[src/rtl/eit_pkg.sv]
package eit_pkg;

  localparam int SEL_W = 3;

  typedef enum logic [1:0] {
    ST_IDLE = 2'd0,
    ST_WAIT = 2'd1,
    ST_RUN  = 2'd2,
    ST_DONE = 2'd3
  } eit_state_e;

  typedef struct packed {
    logic a_rise;
    logic a_fall;
    logic b_rise;
    logic b_fall;
  } eit_edges_t;

  // Codes 0..3 address a "primary" input first, then the other one.
  // The start map takes A as primary; the stop map takes B.
  // Codes 4/5 are either-edge of A/B in both maps; 6/7 never fire.
  function automatic logic pick_event(input logic [SEL_W-1:0] code,
                                      input logic stop_map,
                                      input eit_edges_t e);
    logic p_rise, p_fall, s_rise, s_fall;
    logic fire;
    p_rise = stop_map ? e.b_rise : e.a_rise;
    p_fall = stop_map ? e.b_fall : e.a_fall;
    s_rise = stop_map ? e.a_rise : e.b_rise;
    s_fall = stop_map ? e.a_fall : e.b_fall;
    case (code)
      3'd0:    fire = p_rise;
      3'd1:    fire = p_fall;
      3'd2:    fire = s_rise;
      3'd3:    fire = s_fall;
      3'd4:    fire = e.a_rise | e.a_fall;
      3'd5:    fire = e.b_rise | e.b_fall;
      default: fire = 1'b0;
    endcase
    return fire;
  endfunction

endpackage

[src/rtl/eit_sync_edge.sv]
module eit_sync_edge #(
  parameter int STAGES = 2
) (
  input  logic clk,
  input  logic rst_n,
  input  logic din,
  output logic rise,
  output logic fall
);
  logic [STAGES-1:0] sync_q;
  logic              prev_q;

  always_ff @(posedge clk or negedge rst_n) begin
    if (!rst_n) begin
      sync_q <= '0;
      prev_q <= 1'b0;
    end else begin
      sync_q <= {sync_q[STAGES-2:0], din};
      prev_q <= sync_q[STAGES-1];
    end
  end

  assign rise = sync_q[STAGES-1] & ~prev_q;
  assign fall = ~sync_q[STAGES-1] & prev_q;
endmodule

[src/rtl/eit_event_sel.sv]
module eit_event_sel
  import eit_pkg::*;
#(
  parameter bit STOP_MAP = 1'b0
) (
  input  eit_edges_t       edges,
  input  logic [SEL_W-1:0] code,
  output logic             evt
);
  always_comb evt = pick_event(code, STOP_MAP, edges);
endmodule

[src/rtl/eit_interval_ctrl.sv]
module eit_interval_ctrl
  import eit_pkg::*;
#(
  parameter int CNT_W = 32
) (
  input  logic             clk,
  input  logic             rst_n,
  input  logic             clear,
  input  logic             arm_set,
  input  logic             start_evt,
  input  logic             stop_evt,
  output logic             done,
  output logic             counting,
  output logic [CNT_W-1:0] cnt
);
  localparam logic [CNT_W-1:0] CNT_MAX = '1;

  eit_state_e       state_q;
  logic [CNT_W-1:0] cnt_q;
  logic [CNT_W-1:0] cnt_inc;

  assign cnt_inc = (cnt_q == CNT_MAX) ? cnt_q : cnt_q + 1'b1;

  always_ff @(posedge clk or negedge rst_n) begin
    if (!rst_n) begin
      state_q <= ST_IDLE;
      cnt_q   <= '0;
    end else if (clear) begin
      state_q <= ST_IDLE;
      cnt_q   <= '0;
    end else begin
      case (state_q)
        ST_IDLE: if (arm_set) begin
          state_q <= ST_WAIT;
          cnt_q   <= '0;
        end
        ST_WAIT: if (start_evt) begin
          state_q <= ST_RUN;
          cnt_q   <= '0;
        end
        ST_RUN: begin
          cnt_q <= cnt_inc;
          if (stop_evt) state_q <= ST_DONE;
        end
        default: ;
      endcase
    end
  end

  assign done     = (state_q == ST_DONE);
  assign counting = (state_q == ST_RUN);
  assign cnt      = cnt_q;
endmodule

[src/rtl/edge_interval_timer.sv]
module edge_interval_timer
  import eit_pkg::*;
#(
  parameter int          CNT_W       = 32,
  parameter int          FREQ_W      = 32,
  parameter int unsigned CLK_HZ      = 125_000_000,
  parameter int          SYNC_STAGES = 2
) (
  input  logic              clk,
  input  logic              rst_n,
  input  logic              sig_a,
  input  logic              sig_b,
  input  logic              en_wr,
  input  logic              en_wdata,
  input  logic              arm_wr,
  input  logic              arm_wdata,
  input  logic              start_sel_wr,
  input  logic [SEL_W-1:0]  start_sel_wdata,
  input  logic              stop_sel_wr,
  input  logic [SEL_W-1:0]  stop_sel_wdata,
  output logic              done_o,
  output logic [CNT_W-1:0]  count_o,
  output logic [FREQ_W-1:0] clk_freq_o
);
  localparam int NUM_IN = 2;

  logic [NUM_IN-1:0] pin_v, rise_v, fall_v, evt_v;
  logic [SEL_W-1:0]  sel_q [NUM_IN];
  logic [NUM_IN-1:0] sel_wr_v;
  logic [SEL_W-1:0]  sel_wd [NUM_IN];
  eit_edges_t        edges;
  logic              en_q;
  logic              clear, arm_set;
  logic              start_evt, stop_evt;
  logic              done, counting;
  logic [CNT_W-1:0]  cnt_q;
  logic [SEL_W-1:0]  start_sel_q, stop_sel_q;

  assign pin_v     = {sig_b, sig_a};
  assign sel_wr_v  = {stop_sel_wr, start_sel_wr};
  assign sel_wd[0] = start_sel_wdata;
  assign sel_wd[1] = stop_sel_wdata;

  // Synchroniser and edge detector per input, and one code register
  // and event selector per measurement boundary (0 = start, 1 = stop).
  for (genvar gi = 0; gi < NUM_IN; gi++) begin : g_chan
    eit_sync_edge #(.STAGES(SYNC_STAGES)) u_sync (
      .clk  (clk),
      .rst_n(rst_n),
      .din  (pin_v[gi]),
      .rise (rise_v[gi]),
      .fall (fall_v[gi])
    );

    always_ff @(posedge clk or negedge rst_n) begin
      if (!rst_n)            sel_q[gi] <= '0;
      else if (sel_wr_v[gi]) sel_q[gi] <= sel_wd[gi];
    end

    eit_event_sel #(.STOP_MAP(gi == 1)) u_sel (
      .edges(edges),
      .code (sel_q[gi]),
      .evt  (evt_v[gi])
    );
  end

  assign edges.a_rise = rise_v[0];
  assign edges.a_fall = fall_v[0];
  assign edges.b_rise = rise_v[1];
  assign edges.b_fall = fall_v[1];
  assign start_evt    = evt_v[0];
  assign stop_evt     = evt_v[1];
  assign start_sel_q  = sel_q[0];
  assign stop_sel_q   = sel_q[1];

  always_ff @(posedge clk or negedge rst_n) begin
    if (!rst_n)     en_q <= 1'b0;
    else if (en_wr) en_q <= en_wdata;
  end

  assign clear   = (arm_wr & ~arm_wdata) | (en_wr & ~en_wdata);
  assign arm_set = arm_wr & arm_wdata & en_q;

  eit_interval_ctrl #(.CNT_W(CNT_W)) u_ctrl (
    .clk      (clk),
    .rst_n    (rst_n),
    .clear    (clear),
    .arm_set  (arm_set),
    .start_evt(start_evt),
    .stop_evt (stop_evt),
    .done     (done),
    .counting (counting),
    .cnt      (cnt_q)
  );

  assign done_o     = done;
  assign count_o    = done ? cnt_q : '0;
  assign clk_freq_o = FREQ_W'(CLK_HZ);
endmodule

[config.mk]
export PLATFORM = sky130hd
export DESIGN_NAME = edge_interval_timer
export DESIGN_NICKNAME = d
export VERILOG_FILES = /design/src/rtl/eit_pkg.sv /design/src/rtl/eit_sync_edge.sv /design/src/rtl/eit_event_sel.sv /design/src/rtl/eit_interval_ctrl.sv /design/src/rtl/edge_interval_timer.sv
export SDC_FILE = /design/constraint.sdc
export NUM_CORES = 1
export LEC_CHECK = 0
export ABC_AREA = 1
export BUFFER_PORTS_ARGS = -buffer_cell sky130_fd_sc_hd__buf_2
export CORE_MARGIN = 1.5
export CORE_UTILIZATION = 55
export DETAILED_ROUTE_END_ITERATION = 10
export PLACE_DENSITY = 0.81
export RECOVER_POWER = 50
export SYNTH_ARGS = -nofsm -noshare
export SYNTH_HDL_FRONTEND = slang
export SYNTH_SLANG_ARGS = --single-unit
[constraint.sdc]
create_clock -name clk -period 2.2 [get_ports clk]
set_input_delay 0 -clock clk [delete_from_list [all_inputs] [get_ports clk]]
set_output_delay 0 -clock clk [all_outputs]
set_load 0.02 [all_outputs]
==> metrics.md, run 1 <==
| Metric | Value |
|---|---|
| Worst Setup SP | `u_ctrl.cnt[0]$_DFFE_PN0P_` |
| Async set-reset flop share out of synthesis | `100%` |
| Grt met1 use | `34.9%` |
| Global route hottest layer | `met2` |
| Final Setup Violations | `0` |
| Critical Path AT | `2.23 ns` |
| Post-synth top area share | `32.2%` |
| Crit. End Element | `flop` |
| Ant diodes | `0` |
| Power Dens Cells | `589 mW/mm²` |
| Max Slew Vio Count | `0` |
| CTS buffer count | `5` |
| Vias in the first global route | `3336` |
| Reg2reg path depth | `11` |
| Final-stage net count | `656` |
| WHS | `0.0336 ns` |
| Clock Path Buffers | `2` |
| DR vias | `3684` |
| Syn avg cell area | `6.45 µm²` |
| Post-Syn Area | `0.00365 mm²` |
| Post-route non-filler standard cell count | `709` |
| Worst skew pair latency | `0.31 ns` |
| Post-Syn Instances | `566` |
| Post-synth top area cell | `dfrtp_1` |
| Tot GR Track Use | `25.8%` |
| WHS Path Cells | `4` |
| Storage element area | `0.00118 mm²` |
| Min Tclk post-route | `1.99 ns` |
| Met3 usage | `3.74%` |
| Top_reg_cell synth | `dfrtp_1` |
| Initial DRT Pass Iterations | `6` |
| Setup TNS | `0 ns` |
| Die Y | `84.5 µm` |
| Antenna-violating nets left | `0` |
| XOR/XNOR Fraction of Synth Area | `0.719%` |
| CP max-delay cell | `dfrtp_1` |
| Top cells by count, synth | `nand2_1 (208), inv_1 (77), nor2_1 (60), dfrtp_1 (47), buf_4 (32)` |
| Reg-to-reg startpoint | `u_ctrl.cnt[0]$_DFFE_PN0P_` |
| Required time of the critical path | `2.44 ns` |
| P&R area growth vs syn | `13.5%` |
| Global-route wire length before repair | `15.0 mm` |
| Final wirelength | `9.07 mm` |
| Multiplexer share of the synthesized area | `0%` |
| Worst path max stage delay | `0.47 ns` |
| Adder-cell share of the synthesized area | `3.08%` |
| TritonCTS clock tree | `done` |
| Initial Utilization | `57.2%` |
| Min-delay worst type | `in2reg` |
| HPWL after detailed placement | `6.33 mm` |
| EDFF count, synth | `0` |
| H-Tree Level Count | `2` |
| Maximum vdd drop | `501 µV` |
| # Post-CTS Setup Buffers | `0` |
| Reg-to-reg setup timing slack | `0.21 ns` |
| Final Wtd Congestion | `0.925` |
| Worst slew pin tran | `1.19 ns` |
| Utilization after layout | `64.9%` |
| Count leader, synth | `nand2_1` |
| Status | `finished, final reports clean` |
| DR vias/cell | `5.20` |
| Clk_skew | `0.00406 ns` |
| DIE WIDTH | `84.5 µm` |
| Drc violations | `0` |
| # placed instances | `678` |
| First DRT Iteration DRCs | `177` |
| Num rows | `29` |
| Critical path class | `reg2reg` |
| Pleak | `2.18 nW` |
| Startpoint types | `flop` |
| Sequential share of the synthesized area | `32.2%` |
| Ys Warns | `0` |
| Worst rel slew slack | `20.8%` |
| Main combinational cell family by area after synthesis | `simple AND/OR/NAND/NOR gates` |
| Synth Area in Simple Gates | `39.2%` |
| Yosys cell types | `31` |
| Area occupied by multi-input gates | `0.00197 mm²` |
| Max Cap Violations | `0` |
| RSZ-0062 raised after global routing | `false` |
| # clock sinks | `47` |
| Critical R2R Capture | `u_ctrl.cnt[31]$_DFFE_PN0P_` |
| Core Footprint | `0.00639 mm²` |
| Critical path's most frequent cell | `nand2_2` |
| Root Driver | `clkbuf_8` |
| Global route total overflow | `0` |
| Flops & latches, synth | `47` |
| I/O pins | `81` |
| Largest net degree at the start of global routing | `62` |
| Share of cells above drive strength 1 | `13.4%` |
| Initial antenna violation count | `0` |
| Crit Path Max Fanout | `30` |
| Routed WL per cell | `12.8 µm` |
| Die Area | `0.00714 mm²` |
| Compound-Gate Fraction of Synth Area | `7.13%` |
| Final period util | `90.6%` |
| Cell Chain, Critical Path | `ha_1 -> nand2_2 -> nor2_4 -> nand2_2 -> nor2_4 -> nand3_2 -> nand2_2 -> inv_2 -> nand2_8 -> nand2_1 -> o21ai_2` |
| Synth area leaders | `dfrtp_1 (32%), nand2_1 (21%), inv_1 (7.9%), buf_4 (6.6%), nor2_1 (6.2%)` |
| Fillers | `596` |
| Peak Freq | `502 MHz` |
| PortBufs | `48` |
| Final hold viol count | `0` |
| Setup crit end | `u_ctrl.cnt[31]$_DFFE_PN0P_` |
| M2 GR Usage | `42.1%` |
| Clock Pin Slew Worst Setup and Hold Paths | `0.09 ns` |
## critical path, delay by kind of cell, from the launching register on
kind	cells	cell delay (ns)
adders and majority gates	1	0.30
AOI/OAI and AO/OA	1	0.06
and+or+nand+nor	8	0.99
DFF	1	0.47
buffers and inverters	1	0.09
## worst min-delay path by stage
stage / from / to
CTS: en_wdata / en_q$_DFFE_PN0P_
floorplan: rst_n / en_q$_DFFE_PN0P_
detailed placement: rst_n / u_ctrl.cnt[10]$_DFFE_PN0P_
global route: en_wdata / en_q$_DFFE_PN0P_
global placement: rst_n / u_ctrl.cnt[10]$_DFFE_PN0P_
finish: en_wdata / en_q$_DFFE_PN0P_
## report_power, final
group | total [W] | switching, W | internal (W)
Combinational | 0.000816 | 0.000623 | 0.000193
Clock | 0.000684 | 0.000315 | 0.000368
Sequential | 0.000943 | 0.0000403 | 0.000903
Total | 0.00244 | 0.000979 | 0.00146
## registers in the layout (all words and copies together) (netlist names)
| register | cells |
|---|---|
| start_sel_q | 3 |
| en_q | 1 |
| g_chan.u_sync.sync_q | 4 |
| u_ctrl.cnt | 32 |
| stop_sel_q | 3 |
| g_chan.u_sync.prev_q | 2 |
| u_ctrl.state_q | 2 |
## final cells by class
class / count / share of cell area, %
Tap cell: 77 / 2.32
Sequential cell: 47 / 28.4
Multi-Input combinational cell: 424 / 47.6
Clock buffer: 6 / 1.99
Inverter: 79 / 7.16
Clock inverter: 2 / 0.845
Timing Repair Buffer: 74 / 11.7
## kinds of logic (layout without fill, tap and decap cells)
logic type	count (synthesis)	in the layout
AND/OR/NAND/NOR	336	337
buffers and inverters	126	161
flip-flops	47	47
AO/OA/AOI/OAI	43	43
adder cells (fa/ha/maj)	9	9
XOR/XNOR	3	3
other	2	32
## layout by cell type, fill, tap and decap left out, types with 6 or more instances in the layout
cell type and instances:
nor2_1 60, nand3_1 22, o21ai_2 9, or2_2 8
dfrtp_1 47, o21ai_1 20, nand4_1 24, ha_1 8
dlygate4sd3_1 22, inv_1 77, o21ai_0 8, conb_1 32
clkbuf_8 6, nand2_1 207, buf_2 44
## per-stage QoR
stage,cell area (µm²),power (W),worst slack (ns)
after floorplan,3760,0.00167,0.495
after global placement,3790,0.00164,0.269
after detailed placement,3790,0.00166,0.174
after CTS,4130,0.00237,0.110
after global routing,4140,0.00257,0.0497
final,4140,0.00244,0.206
## routing by layer
metal | wire length (µm) | up-vias
li1 | - | 1818
met1 | 4040 | 1701
met2 | 4280 | 150
met3 | 589 | 15
met4 | 168 | 0
met5 | 0 | -
## timing repair
item | CTS | global route
gates resized for setup | 0 | 3
hold buffers | 22 | 0
setup endpoints to repair | 0 | 56
hold endpoints to repair | 28 | 0
Note: power is estimated with default switching activity, not from simulation.
==> inputs of run 2 (changes only) <==
--- a/config.mk
+++ b/config.mk
@@ -8,9 +8,8 @@
 export ABC_AREA = 1
 export BUFFER_PORTS_ARGS = -buffer_cell sky130_fd_sc_hd__buf_2
 export CORE_MARGIN = 1.5
-export CORE_UTILIZATION = 55
+export CORE_UTILIZATION = 40
 export DETAILED_ROUTE_END_ITERATION = 10
-export PLACE_DENSITY = 0.81
 export RECOVER_POWER = 50
 export SYNTH_ARGS = -nofsm -noshare
 export SYNTH_HDL_FRONTEND = slang
==> run 2 against run 1 <==
Compared with the run above:
- worst setup slack gained 0.0012 ns
- final cell count grew 4.7%
- clock power shrank 17%
- clock skew grew 0.0056 ns
- via count shrank 3.6%
- core utilization shrank 17 points
- sequential power is essentially flat
- global-route usage shrank 6.4 points
- routed wire length grew 3.7%
- design area grew 0.27%
==> metrics.md, run 2 (synthesized netlist as in run 1, its figures left out) <==
| Metric | Value |
|---|---|
| Die Y | `98.6 µm (+17%)` |
| Critical path's most frequent cell | `nand2_1` |
| Met3 usage | `2.27% (-1.5 points)` |
| Global route total overflow | `0 (unchanged)` |
| Ant diodes | `0 (unchanged)` |
| First DRT Iteration DRCs | `297 (+68%)` |
| Peak Freq | `502 MHz (about the same)` |
| CP max-delay cell | `dfrtp_1` |
| Core Footprint | `0.00876 mm² (+37%)` |
| Critical Path AT | `2.19 ns (-0.04 ns)` |
| Crit. End Element | `flop` |
| Power Dens Cells | `557 mW/mm² (-5.4%)` |
| Drc violations | `0 (unchanged)` |
| WHS Path Cells | `4 (unchanged)` |
| Final-stage net count | `658 (+0.30%)` |
| Required time of the critical path | `2.40 ns (-0.04 ns)` |
| # Post-CTS Setup Buffers | `0 (unchanged)` |
| DR vias | `3551 (-3.6%)` |
| Setup TNS | `0 ns (unchanged)` |
| Pleak | `2.16 nW (-1.1%)` |
| Worst skew pair latency | `0.31 ns (about the same)` |
| P&R area growth vs syn | `13.8%` |
| Global route hottest layer | `met2` |
| # clock sinks | `47 (unchanged)` |
| Final Setup Violations | `0 (unchanged)` |
| Vias in the first global route | `3170 (-5.0%)` |
| Min Tclk post-route | `1.99 ns (-0.00119 ns)` |
| Max Cap Violations | `0 (unchanged)` |
| TritonCTS clock tree | `done` |
| DIE WIDTH | `98.6 µm (+17%)` |
| Initial antenna violation count | `0 (unchanged)` |
| RSZ-0062 raised after global routing | `false` |
| Final Wtd Congestion | `0.909 (-1.8%)` |
| Reg2reg path depth | `12 (+1)` |
| Crit Path Max Fanout | `30 (unchanged)` |
| Tot GR Track Use | `19.4% (-6.4 points)` |
| Post-place instance area | `0.00385 mm² (+1.8%)` |
| Most frequent cells in the layout | `nand2_1 (208), inv_1 (77), nor2_1 (60)` |
| Final period util | `90.6% (about the same)` |
| Critical path class | `reg2reg` |
| Initial DRT Pass Iterations | `5 (-1)` |
| Worst rel slew slack | `19.5% (-1.2 points)` |
| Initial Utilization | `41.7% (-16 points)` |
| Largest net degree at the start of global routing | `62 (unchanged)` |
| Final wirelength | `9.41 mm (+3.7%)` |
| Worst path max stage delay | `0.37 ns (-0.10 ns)` |
| H-Tree Level Count | `2 (unchanged)` |
| CTS buffer count | `5 (unchanged)` |
| Final hold viol count | `0 (unchanged)` |
| Status | `finished, final reports clean` |
| Critical R2R Capture | `u_ctrl.cnt[22]$_DFFE_PN0P_` |
| Min-delay worst type | `in2reg` |
| Routed WL per cell | `12.7 µm (-0.94%)` |
| HP Start | `en_wdata` |
| HPWL after detailed placement | `6.57 mm (+3.7%)` |
| Max reg flops | `32 (unchanged)` |
| Global-route wire length before repair | `15.3 mm (+2.3%)` |
| Clk_skew | `0.00967 ns (+0.00561 ns)` |
| Maximum vdd drop | `391 µV (-22%)` |
| Num rows | `34 (+17%)` |
| Die Area | `0.00971 mm² (+36%)` |
| Antenna-violating nets left | `0 (unchanged)` |
| Worst slew pin tran | `1.21 ns (+0.0187 ns)` |
| Most common cell after layout, fill and taps aside | `nand2_1` |
| Startpoint types | `flop` |
| Worst Hold Path EP | `en_q$_DFFE_PN0P_` |
| PortBufs | `48 (unchanged)` |
| Share of cells above drive strength 1 | `12.6% (-0.83 points)` |
| Clock Path Buffers | `2 (unchanged)` |
| Root Driver | `clkbuf_8` |
| Max Slew Vio Count | `0 (unchanged)` |
| M2 GR Usage | `31.3% (-11 points)` |
| Reg-to-reg startpoint | `g_chan[1].u_sync.prev_q$_DFF_PN0_` |
| Grt met1 use | `27.8% (-7.1 points)` |
| Final instance area | `0.00416 mm² (+0.27%)` |
| Reg-to-reg setup timing slack | `0.21 ns (about the same)` |
| DR vias/cell | `4.79 (-7.9%)` |
| I/O pins | `81 (unchanged)` |
| Cell Chain, Critical Path | `inv_1 -> ha_1 -> nand2_1 -> nand3_1 -> nand2_1 -> inv_1 -> nand2_1 -> nand2_1 -> nand2_1 -> nand2_8 -> nand2_1 -> o21ai_1` |
| Clock Pin Slew Worst Setup and Hold Paths | `0.10 ns (about the same)` |
[run 2: how the worst max path moves through the flow]
stage,start,to,slack (ns),depth (start not counted)
finish,g_chan[1].u_sync.prev_q$_DFF_PN0_,u_ctrl.cnt[22]$_DFFE_PN0P_,0.21,12
global route,g_chan[1].u_sync.prev_q$_DFF_PN0_,u_ctrl.cnt[19]$_DFFE_PN0P_,0.02,12
detailed placement,u_ctrl.cnt[0]$_DFFE_PN0P_,u_ctrl.cnt[19]$_DFFE_PN0P_,0.19,10
CTS,u_ctrl.cnt[0]$_DFFE_PN0P_,u_ctrl.cnt[3]$_DFFE_PN0P_,0.16,11
floorplan,u_ctrl.cnt[0]$_DFFE_PN0P_,u_ctrl.cnt[0]$_DFFE_PN0P_,0.49,12
global placement,u_ctrl.cnt[0]$_DFFE_PN0P_,u_ctrl.cnt[0]$_DFFE_PN0P_,0.26,11
[run 2: layer usage]
metal	wire (µm)	part of all wire, %	vias to the layer above
met5	0	0	-
met1	4540	48	1611
li1	-	-	1823
met2	4290	46	110
met4	115	1.2	0
met3	454	4.8	7
[run 2: report_power, final]
group          total [W]  switching (W)  internal (W)
clock           0.000566       0.000337      0.000229
combinational   0.000809       0.000619      0.000191
sequential      0.000941      0.0000382      0.000903
total            0.00232       0.000994       0.00132
[run 2: repair_timing]
item                                   CTS  global route
hold buffers                            22             0
resized for setup                        0             1
setup endpoints to repair                0            23
endpoints found under the hold margin   56             0
[run 2: through the flow]
step	hold WS, ns	setup slack [ns]	total power, W	utilization, %	instances
after global routing	0.0585	0.0226	0.00246	47.4	742
after global placement	0.00819	0.259	0.00167	44.0	711
after floorplan	-0.296	0.495	0.00167	-	596
after detailed placement	0.00732	0.189	0.00167	44.0	711
after CTS	0.0179	0.162	0.00227	47.5	741
final	0.0149	0.207	0.00232	47.4	742
[run 2: critical path, delay by kind of cell, from the launching register on]
family	cells	cell delay (ns)
AOI/OAI and AO/OA	1	0.06
adders and majority gates	1	0.31
buffers and inverters	2	0.08
DFF	1	0.37
and+or+nand+nor	8	1.04
[run 2: layout make-up]
cell class              instances  area, µm²
inverters                      79        297
fillers                       931       4610
flip-flops and latches         47       1180
multi-input cells             424       1970
repair buffers                 76        487
clock inverters                 3       22.5
clock buffers                   5       68.8
well taps                     108        135
==> inputs of run 3 (changes only) <==
==> constraint.sdc (replaced) <==
create_clock -name clk -period 2.45 [get_ports clk]
set_input_delay 0 -clock clk [delete_from_list [all_inputs] [get_ports clk]]
set_output_delay 0 -clock clk [all_outputs]
set_load 0.02 [all_outputs]
==> run 3 against run 2 <==
Compared with the run above:
- sequential power is 10% lower
- critical path depth is 2 lower
- global-route usage is 0.53 points lower
- critical endpoint is now u_ctrl.cnt[25]$_DFFE_PN0P_
- largest cell class unchanged
==> metrics.md, run 3 (synthesized netlist as in run 1, its figures left out) <==
| Metric | Value |
|---|---|
| Clock Power Share | `25.0% (+0.6 points)` |
| Core Footprint | `0.00876 mm² (unchanged)` |
| Final-stage net count | `654 (-0.61%)` |
| Most common cell after layout, fill and taps aside | `nand2_1` |
| Power Dens Cells | `488 mW/mm² (-12%)` |
| Utilization after layout | `47.1% (-0.33 points)` |
| First DRT Iteration DRCs | `150 (-49%)` |
| Die Y | `98.6 µm (unchanged)` |
| Peak Freq | `492 MHz (-2.0%)` |
| Global-route wire length before repair | `15.0 mm (-1.9%)` |
| Global route total overflow | `0 (unchanged)` |
| Critical Path AT | `2.21 ns (+0.02 ns)` |
| Initial DRT Pass Iterations | `4 (-1)` |
| Clk_skew | `0.0140 ns (+0.00435 ns)` |
| CTS hold repair buffers | `22 (unchanged)` |
| # Post-CTS Setup Buffers | `0 (unchanged)` |
| Ant diodes | `0 (unchanged)` |
| Sequential share of power | `42.0% (+1.4 points)` |
| Uppermost layer routed | `met4` |
| Clock Pin Slew Worst Setup and Hold Paths | `0.10 ns (about the same)` |
| Critical path class | `reg2reg` |
| Net Sw Power | `0.000837 W (-16%)` |
| Clock Path Buffers | `2 (unchanged)` |
| Cell Chain, Critical Path | `ha_1 -> nand2_2 -> nor2_4 -> nand2_2 -> nor2_4 -> nand3_2 -> nand2_2 -> inv_2 -> nand2_8 -> o21ai_1` |
| Drc violations | `0 (unchanged)` |
| Max reg flops | `32 (unchanged)` |
| HPWL after detailed placement | `6.43 mm (-2.2%)` |
| WL met1 | `4.25 mm (-6.5%)` |
| Setup TNS | `0 ns (unchanged)` |
| DR vias | `3465 (-2.4%)` |
| Final wirelength | `8.91 mm (-5.2%)` |
| CTS buffer count | `5 (unchanged)` |
| Worst slew pin tran | `1.20 ns (-0.0102 ns)` |
| Slack of the critical path | `0.416 ns (+0.209 ns)` |
| Worst path max stage delay | `0.47 ns (+0.10 ns)` |
| Status | `finished, final reports clean` |
| Final Wtd Congestion | `0.940 (+3.4%)` |
| Worst rel slew slack | `20.2% (+0.68 points)` |
| RSZ-0062 raised after global routing | `false` |
| CP max-delay cell | `dfrtp_1` |
| Final period util | `83.0% (-7.6 points)` |
| P&R area growth vs syn | `13.0%` |
| Most frequent cells in the layout | `nand2_1 (208), inv_1 (77), nor2_1 (60)` |
| Initial antenna violation count | `0 (unchanged)` |
| DIE WIDTH | `98.6 µm (unchanged)` |
| Internal power | `0.00118 W (-11%)` |
| Pleak | `2.16 nW (about the same)` |
| Resized cells post-CTS | `0 (unchanged)` |
| Vias in the first global route | `3210 (+1.3%)` |
| TritonCTS clock tree | `done` |
| Required time of the critical path | `2.63 ns (+0.23 ns)` |
| Final hold viol count | `0 (unchanged)` |
| Maximum vdd drop | `321 µV (-18%)` |
| Combinational power share | `33.0% (-1.9 points)` |
| Startpoint types | `flop` |
| Met3 wire length | `454 µm (unchanged)` |
| Largest net degree at the start of global routing | `62 (unchanged)` |
| Antenna-violating nets left | `0 (unchanged)` |
| H-Tree Level Count | `2 (unchanged)` |
| Critical path's most frequent cell | `nand2_2` |
| I/O pins | `81 (unchanged)` |
| Met2 routed WL | `4.08 mm (-5.0%)` |
| Switch share | `41.6% (-1.4 points)` |
| Min Tclk post-route | `2.03 ns (+0.0412 ns)` |
| Dpl ws | `0.431 ns (+0.241 ns)` |
| Num rows | `34 (unchanged)` |
| Share of cells above drive strength 1 | `12.9% (+0.24 points)` |
| Tot GR Track Use | `18.9% (-0.53 points)` |
| Root Driver | `clkbuf_8` |
| Reg-to-reg setup timing slack | `0.42 ns (+0.21 ns)` |
| Initial Utilization | `41.7% (unchanged)` |
| Final Setup Violations | `0 (unchanged)` |
| DR vias/cell | `4.70 (-1.9%)` |
| Max Cap Violations | `0 (unchanged)` |
| Routed WL per cell | `12.1 µm (-4.7%)` |
| Max Slew Vio Count | `0 (unchanged)` |
| PortBufs | `48 (unchanged)` |
| Die Area | `0.00971 mm² (unchanged)` |
| Crit. End Element | `flop` |
| Worst skew pair latency | `0.31 ns (about the same)` |
| Min-delay worst type | `in2reg` |
| # clock sinks | `47 (unchanged)` |
| Crit Path Max Fanout | `61 (+100%)` |
[run 3: path summary, 6_finish.rpt]
path / from / to / depth (start not counted)
min in group asynchronous: rst_n / u_ctrl.cnt[10]$_DFFE_PN0P_ / 2
worst min-delay path: en_wdata / en_q$_DFFE_PN0P_ / 4
worst min register to register: g_chan[1].u_sync.sync_q[0]$_DFF_PN0_ / g_chan[1].u_sync.sync_q[1]$_DFF_PN0_ / 0
worst max register to register: u_ctrl.cnt[0]$_DFFE_PN0P_ / u_ctrl.cnt[25]$_DFFE_PN0P_ / 10
worst max-delay path: u_ctrl.cnt[0]$_DFFE_PN0P_ / u_ctrl.cnt[25]$_DFFE_PN0P_ / 10
max in group asynchronous: rst_n / u_ctrl.cnt[27]$_DFFE_PN0P_ / 2
[run 3: power groups by stage]
stage | registers [W] | clock network [W] | logic (W)
floorplan | 0.000852 | 0 | 0.000645
global placement | 0.000859 | 0 | 0.000623
detailed placement | 0.000862 | 0 | 0.000631
CTS | 0.000846 | 0.000525 | 0.000664
global route | 0.000852 | 0.000555 | 0.000745
finish | 0.000846 | 0.000503 | 0.000665
[run 3: layout make-up]
cell class | instances | area [µm²]
fillers | 941 | 4640
multi-input cells | 423 | 1950
repair buffers | 73 | 478
inverters | 79 | 297
flip-flops and latches | 47 | 1180
clock inverters | 3 | 22.5
well taps | 108 | 135
clock buffers | 5 | 68.8
[run 3: worst max-delay path: cells and delay by family, from the launching register on]
family	cells	cell delay, ns
adder cells (fa/ha/maj)	1	0.30
AND/OR/NAND/NOR	7	0.95
buffers and inverters	1	0.06
flip-flops	1	0.47
AO/OA/AOI/OAI	1	0.13
[run 3: per-stage QoR]
step                      total power, W  hold slack (ns)  area [µm²]  std cells
after floorplan                  0.00150           -0.296        3760        596
after global placement           0.00148            0.110        3820        708
after detailed placement         0.00149            0.110        3820        708
after CTS                        0.00204           0.0145        4130        738
after global routing             0.00215           0.0455        4130        738
final                            0.00201           0.0181        4130        738
[run 3: routing by layer]
layer	GRT usage [%]	vias to the layer above
li1	-	1808
met1	25.3	1545
met2	31.5	102
met3	2.84	10
met4	5.74	0
met5	0	-
